$ cat src/rtl/dac_sif_pkg.sv
package dac_sif_pkg;
  localparam int WORD_W = 16;
  localparam int DATA_W = 14;
  typedef enum logic [1:0] {
    CMD_LOAD = 2'b00,
    CMD_RSV1 = 2'b01,
    CMD_RSV2 = 2'b10,
    CMD_RISE = 2'b11
  } cmd_e;
endpackage

$ cat src/rtl/sif_sync.sv
module sif_sync #(
  parameter int W = 3,
  parameter int STAGES = 2,
  parameter logic [W-1:0] RST_VAL = '0
) (
  input  logic         clk,
  input  logic         rst,
  input  logic [W-1:0] d,
  output logic [W-1:0] q
);
  logic [W-1:0] pipe [STAGES];

  always_ff @(posedge clk) begin
    if (rst) pipe[0] <= RST_VAL;
    else     pipe[0] <= d;
  end

  for (genvar s = 1; s < STAGES; s++) begin : g_stage
    always_ff @(posedge clk) begin
      if (rst) pipe[s] <= RST_VAL;
      else     pipe[s] <= pipe[s-1];
    end
  end

  assign q = pipe[STAGES-1];
endmodule

$ cat src/rtl/sif_edge.sv
module sif_edge (
  input  logic clk,
  input  logic rst,
  input  logic sclk_s,
  input  logic sync_s,
  input  logic rise_mode,
  output logic cap_stb,
  output logic rb_stb,
  output logic open_stb,
  output logic close_stb
);
  logic sclk_d, sync_d, in_frame, sclk_rise, sclk_fall;

  always_ff @(posedge clk) begin
    if (rst) begin
      sclk_d <= 1'b1;
      sync_d <= 1'b1;
    end else begin
      sclk_d <= sclk_s;
      sync_d <= sync_s;
    end
  end

  assign sclk_rise = sclk_s & ~sclk_d;
  assign sclk_fall = ~sclk_s & sclk_d;
  // frame body: select low now and on the previous sample
  assign in_frame  = ~sync_s & ~sync_d;
  assign open_stb  = ~sync_s & sync_d;
  assign close_stb = sync_s & ~sync_d;
  assign cap_stb   = in_frame & (rise_mode ? sclk_rise : sclk_fall);
  assign rb_stb    = in_frame & sclk_rise;
endmodule

$ cat src/rtl/sif_shift.sv
module sif_shift
  import dac_sif_pkg::*;
(
  input  logic              clk,
  input  logic              rst,
  input  logic              sync_s,
  input  logic              sdin_s,
  input  logic              cap_stb,
  input  logic              rb_stb,
  input  logic              open_stb,
  input  logic              close_stb,
  output logic [WORD_W-1:0] sreg,
  output logic              sdo
);
  logic [WORD_W-1:0] rb_q;

  always_ff @(posedge clk) begin
    if (rst) sreg <= '0;
    else if (cap_stb) sreg <= {sreg[WORD_W-2:0], sdin_s};
  end

  always_ff @(posedge clk) begin
    if (rst) rb_q <= '0;
    else if (open_stb) rb_q <= sreg;
    else if (close_stb) rb_q <= '0;
    else if (rb_stb) rb_q <= {rb_q[WORD_W-2:0], 1'b0};
  end

  assign sdo = rb_q[WORD_W-1];

  // register holds while the frame select stays high
  a_r6_hold_outside_frame: assert property (@(posedge clk) disable iff (rst)
    (sync_s && $past(sync_s)) |-> $stable(sreg));
  // readback idles low between frames
  a_r9_sdo_idle: assert property (@(posedge clk) disable iff (rst)
    (sync_s && $past(sync_s)) |-> !sdo);
endmodule

$ cat src/rtl/sif_decode.sv
module sif_decode
  import dac_sif_pkg::*;
#(
  parameter int RES = 12
) (
  input  logic              clk,
  input  logic              rst,
  input  logic              close_stb,
  input  logic [WORD_W-1:0] word_in,
  output logic [RES-1:0]    dac_code,
  output logic              core_active,
  output logic              rise_mode
);
  logic [WORD_W-1:0] latch_q;
  logic              latch_vld;
  cmd_e              cmd;
  logic [RES-1:0]    code_field;

  if (!(RES == 8 || RES == 10 || RES == 12 || RES == 14)) begin : g_bad_res
    $error("RES must be 8, 10, 12 or 14");
  end

  assign cmd        = cmd_e'(latch_q[WORD_W-1 -: 2]);
  assign code_field = latch_q[DATA_W-1 -: RES];

  // input latch: the whole word as it stood at frame close
  always_ff @(posedge clk) begin
    if (rst) begin
      latch_q   <= '0;
      latch_vld <= 1'b0;
    end else begin
      latch_vld <= close_stb;
      if (close_stb) latch_q <= word_in;
    end
  end

  always_ff @(posedge clk) begin
    if (rst) begin
      dac_code    <= '0;
      core_active <= 1'b1;
      rise_mode   <= 1'b0;
    end else if (latch_vld) begin
      case (cmd)
        CMD_LOAD: begin
          dac_code    <= code_field;
          core_active <= 1'b1;
        end
        CMD_RISE: begin
          rise_mode   <= 1'b1;
          core_active <= 1'b0;
        end
        default: ;
      endcase
    end
  end

  // the DAC register moves only after a latched load command
  a_r2_code_only_on_load: assert property (@(posedge clk) disable iff (rst)
    !$stable(dac_code) |-> $past(latch_vld && latch_q[WORD_W-1 -: 2] == 2'b00));
  // rising-edge capture is never dropped without reset
  a_r4_mode_sticky: assert property (@(posedge clk) disable iff (rst)
    !$fell(rise_mode));
  // the core stops only after a rising-edge command
  a_r4_inactive_after_rise: assert property (@(posedge clk) disable iff (rst)
    $fell(core_active) |-> $past(latch_vld && latch_q[WORD_W-1 -: 2] == 2'b11));
  // a load command always reactivates the core
  a_r10_active_after_load: assert property (@(posedge clk) disable iff (rst)
    (latch_vld && latch_q[WORD_W-1 -: 2] == 2'b00) |=> core_active);
endmodule

$ cat src/rtl/dac_serial_if.sv
module dac_serial_if
  import dac_sif_pkg::*;
#(
  parameter int RES = 12,
  parameter int SYNC_STAGES = 2
) (
  input  logic           clk,
  input  logic           rst,
  input  logic           sync_n,
  input  logic           sclk,
  input  logic           sdin,
  output logic [RES-1:0] dac_code,
  output logic           core_active,
  output logic           sdo
);
  logic [2:0]        pins_s;
  logic              sync_s, sclk_s, sdin_s;
  logic              rise_mode, cap_stb, rb_stb, open_stb, close_stb;
  logic [WORD_W-1:0] sreg;

  sif_sync #(.W(3), .STAGES(SYNC_STAGES), .RST_VAL(3'b110)) u_sync (
    .clk(clk), .rst(rst), .d({sync_n, sclk, sdin}), .q(pins_s)
  );
  assign {sync_s, sclk_s, sdin_s} = pins_s;

  sif_edge u_edge (
    .clk(clk), .rst(rst), .sclk_s(sclk_s), .sync_s(sync_s),
    .rise_mode(rise_mode), .cap_stb(cap_stb), .rb_stb(rb_stb),
    .open_stb(open_stb), .close_stb(close_stb)
  );

  sif_shift u_shift (
    .clk(clk), .rst(rst), .sync_s(sync_s), .sdin_s(sdin_s),
    .cap_stb(cap_stb), .rb_stb(rb_stb), .open_stb(open_stb),
    .close_stb(close_stb), .sreg(sreg), .sdo(sdo)
  );

  sif_decode #(.RES(RES)) u_decode (
    .clk(clk), .rst(rst), .close_stb(close_stb), .word_in(sreg),
    .dac_code(dac_code), .core_active(core_active), .rise_mode(rise_mode)
  );
endmodule

$ cat config.mk
export PLATFORM = sky130hd
export DESIGN_NAME = dac_serial_if
export DESIGN_NICKNAME = d
export VERILOG_FILES = /design/src/rtl/dac_sif_pkg.sv /design/src/rtl/sif_sync.sv /design/src/rtl/sif_edge.sv /design/src/rtl/sif_shift.sv /design/src/rtl/sif_decode.sv /design/src/rtl/dac_serial_if.sv
export SDC_FILE = /design/constraint.sdc
export NUM_CORES = 1
export LEC_CHECK = 0
export ABC_AREA = 1
export BUFFER_PORTS_ARGS = -buffer_cell sky130_fd_sc_hd__buf_2
export CAP_MARGIN = 10
export CORE_MARGIN = 2
export CORE_UTILIZATION = 60
export DETAILED_ROUTE_END_ITERATION = 12
export PLACE_DENSITY = 0.79
export SETUP_SLACK_MARGIN = 0.5
export SYNTH_ARGS = -nofsm -noshare
export SYNTH_HDL_FRONTEND = slang
export SYNTH_SLANG_ARGS = --single-unit
$ cat constraint.sdc
create_clock -name clk -period 2.85 [get_ports clk]
set_clock_uncertainty 0.15 [all_clocks]
set_input_delay 0.285 -clock clk [delete_from_list [all_inputs] [get_ports clk]]
set_output_delay 0.285 -clock clk [all_outputs]
set_load 0.1 [all_outputs]
Word-level counts from Yosys, hierarchy flattened:

Memory sizes are Yosys's and may differ from the RTL's.
Cells that the tools add are included.
Widths: inputs -> output; s select.

* word-level logic and storage cells: 40
* bits of input ports: 5
* output and inout port bits: 14
* RAM bits: 6
* bits in registers: 65
* memories kept: 1

* bitwise gates (word level): 13
* equality and inequality tests: 1
* muxes and demuxes: 10
* reductions and logical operators: 6

Memory list
* u_sync.pipe: depth 2, width 3, rd ports 2, clocked after Yosys merged registers in 0, write ports 2, RTL line sif_sync.sv:11 `logic [W-1:0] pipe [STAGES];`

Operators by type and width (number)
* $mux 16: 3
* $and 1x1->1: 7
* $mux 3: 2
* $reduce_and 2->1: 3
* $mux 1: 4
* $not 1->1: 4
* $reduce_bool 3->1: 1
* $eq 2x2->1 const B: 1
* $logic_not 2->1: 1
* $or 1x1->1: 2
* $pmux 1 s2: 1
* $reduce_bool 2->1: 1

Longest topological paths before layout:

* depth after elaboration: 6
* depth in mapped cells: 8
* mapped depth without buffers: 7

Cells and area by module:

A second synthesis with hierarchy kept.

* cell total of the unflattened synthesis: 397
* area total of the unflattened synthesis: 2872.8 um2

By module, submodules not included
* sif_shift: area each 1481.4 um2, seq. area each 640.6 um2, cells each 206, instances 1
* sif_decode: area each 1111.1 um2, seq. area each 580.6 um2, cells each 153, instances 1
* sif_sync: area each 168.9 um2, seq. area each 120.1 um2, cells each 19, instances 1
* sif_edge: area each 111.4 um2, seq. area each 40.0 um2, cells each 19, instances 1

Worst setup path after synthesis:

Ideal clock, no wire load.

* path type: reg2reg
* start: reg u_decode.core_active (netlist name)
* end: reg u_decode.core_active
* period minus slack after synthesis: 1449 ps
* setup time: 66 ps
* setup slack: 1401 ps
* data arrival time: 1233 ps
* buffers on the path: 0
* required time: 2634 ps
* stages on the path, launching flop included: 3
* cell sequence: dfxtp_1 > o21ai_0 > nand3b_1

RTL lines
* to (signal assigned): RTL line sif_decode.sv:40 `core_active <= 1'b1;`
* to (signal assigned): RTL line sif_decode.sv:46 `core_active <= 1'b1;`
* to (signal assigned): RTL line sif_decode.sv:50 `core_active <= 1'b0;`
* to (decl): RTL line sif_decode.sv:11 `output logic core_active,`

==> summary.md <==
## Layout
• 10.71% — share of post-route cells with drive strength above 1
• nand2_1, nor2_1, dfxtp_1, inv_1, o21ai_0 — commonest cells after routing, fill and taps aside
• 0.001381 sq mm — footprint of the flip-flops and latches
• 421 — fill cell total of the finished layout
• 10.56% — synthesis-to-finish area growth
• 441 — count of nets after finishing
• 0.001165 sq mm — total area of multi-input combinational cells
• 0 — Ant. Diodes
• nand2_1 — leading cell type in the layout, fill and taps excluded

## Synth
• 69 — Yosys reg bits
• 426 — number of nets produced by synthesis
• 22 — distinct cell type count of the synthesized netlist
• 419 — instance count of the mapped netlist
• 47.79% — sequential area share after synthesis
• 0.002890 sq mm — netlist area before placement
• 0 — number of warnings printed during yosys synthesis
• 6.898 sq um — average instance area after synthesis

## STA
• 0.05151 ns — Worst Hold Slack
• 0.5973 ns — Worst Max-Slew Pin Slew
• no — RSZ-0062 raised after global routing
• 65.35% — final worst-path cycle share
• 60.14% — Relative slew margins
• 0 — total count of hold-check failures in the final report
• 1.863 ns — time the worst path needs with I/O delays and setup
• 536.9 MHz — FMAX
• 0 ns — total negative setup slack
• 0 — number of endpoints failing setup at the final stage
• 0 — final slew viol count

## Route
• 2452 — via count
• 0 — number of antenna-violating nets in the routed design
• 11.31 um — routed wire length per instance
• 4 — iteration count of the initial detailed-routing pass
• 198 — iteration-0 DRC count of the detailed router
• 5.576 mm — DRT Wirelength
• 4.974 — routed via count divided by cell count
• 0 — Post-route DRC

## Setup path
• 29 — highest fanout seen on the critical path
• 0.99 ns — FF-to-FF setup slack
• 1.95 ns — Worst Path Arrival
• flip-flop — crit start category
• 2.94 ns — data required time of the worst path
• flip-flop — critical path capture point type
• reg2reg — critical setup path kind

## Placed design
• 3.566 mm — Detail Placement HPWL
• 0.8569 — GP Congestion
• 18 — count of input and output buffers

## CTS
• 0 — postcts setup bufs
• 3 — htree depth
• done — CTS tree
• 9 — number of clock buffers inserted by TritonCTS
• 69 — clock sink total
• 0.35 ns — worst-skew pair later-pin latency
• 0 — post-cts resize count
• 2 — Max Buffers Root-to-Sink
• 0.07 ns — clock slew at reported path FFs
• clkbuf_8 — clock root buffer

## Die
• 0.005388 sq mm — floorplan die area
• 61.60% — Initial Util
• 25 — Core Rows
• 0.004692 sq mm — core outline area
• 19 — I/O Pins
• 73.41 um — width of the die
• 73.41 um — die extent in y

## Global routing
• 61 — maximum number of pins on one net before global-route repair
• 9.080 mm — wire length of the first global-routing pass
• 22.15% — overall global routing resource usage
• 0 — overflow left after global routing
• 2053 — vias in the first global route
• 0 — number of antenna violations at the first check in global routing

## Flow run
• 0 — Max Cap Violations

## Power
• 610.7 mW/mm^2 — P per Cell Area
• 0.4059 mV — Max VDD drop
• 1.569 nW — leakage power of the design

## Hold path
• in2reg — worst min path class

## Run status
• finished clean — result of the run

[cell type report]
type                            count  share of cell area [%]
Inverter                           62                   7.283
Timing Repair Buffer               26                   4.933
Sequential cell                    69                   43.23
Tap cell                           54                   2.114
Multi-Input combinational cell    266                   36.45
Clock inverter                      5                   1.879
Clock buffer                       11                   4.111
[through the flow]
stage | area (sq um) | cells | util [%] | power [mW] | setup slack (ns)
after detailed placement | 2974 | 474 | 63.39 | 1.189 | 1.006
final | 3196 | 493 | 68.11 | 1.951 | 0.9874
after CTS | 3196 | 493 | 68.11 | 1.963 | 0.9851
after global placement | 2974 | 474 | 63.39 | 1.184 | 1.102
after floorplan | 2890 | 419 | - | 1.166 | 1.401
after global routing | 3196 | 493 | 68.11 | 2.020 | 0.8257
[repair_timing]
action	in CTS	in global routing
endpoints found under the hold margin	3	0
hold buffers	3	0
setup endpoints to repair	0	0
[worst max-delay path, cell delays in order, from the launching register on]
cell and delay, ns:
dfxtp_1 0.41, inv_2 0.07, nand2_2 0.24, nand2_2 0.13, nor2_4 0.50, nand2_1 0.11, nand2_1 0.09, nor2_1 0.05
[cells in the mapped netlist, drive strengths merged]
library cell | instances | area, sq um
nor3 | 1 | 5.000
o21ai | 27 | 135.1
nor2 | 78 | 302.8
nand4 | 16 | 100.1
a21oi | 16 | 80.08
or2 | 4 | 25.02
nand3b | 1 | 7.510
clkbuf | 10 | 37.54
nand3 | 16 | 85.08
inv | 62 | 232.7
nand2 | 105 | 399.1
dfxtp | 69 | 1381
buf | 12 | 73.82
ha | 2 | 25.02
[flip-flops by register name, summed over array words and instances (netlist names)]
name / flops
u_sync.pipe: 6
u_decode.rise_mode: 1
u_decode.latch_vld: 1
u_shift.rb_q: 16
u_decode.core_active: 1
u_decode.latch_q: 14
u_shift.sreg: 16
u_decode.dac_code: 12
u_edge.sync_d: 1
u_edge.sclk_d: 1
[power by group]
part	switching, mW	leakage, nW	internal, mW
registers	0.0143	0.561	0.995
logic	0.113	0.914	0.0482
clock network	0.374	0.0939	0.408
[final timing paths]
check | startpoint | endpoint | depth (start not counted)
hold / removal | rst | u_decode.rise_mode$_SDFFE_PP0P_ | 2
setup reg to reg | u_sync.pipe[1][2]$_SDFF_PP1_ | u_shift.rb_q[10]$_SDFFE_PP0P_ | 7
hold reg to reg | u_sync.pipe[0][1]$_SDFF_PP1_ | u_sync.pipe[1][1]$_SDFF_PP1_ | 1
setup / recovery | u_sync.pipe[1][2]$_SDFF_PP1_ | u_shift.rb_q[10]$_SDFFE_PP0P_ | 7
[layer usage]
metal	vias up	global-route usage, %	part of all wire, %
met2	37	34.33	48
met5	-	0	0
met3	13	4.115	2.9
met4	0	13.54	2.3
met1	1095	28.57	47
li1	1307	-	-
[cells by family after synthesis]
kind of cell               count (synthesis)  share of synthesized area [%]
and+or+nand+nor                          221                          31.99
buffers and inverters                     84                          11.90
DFF                                       69                          47.79
AOI/OAI and AO/OA                         43                          7.446
adders and majority gates                  2                         0.8657
Power figures use the tool's default switching activity.
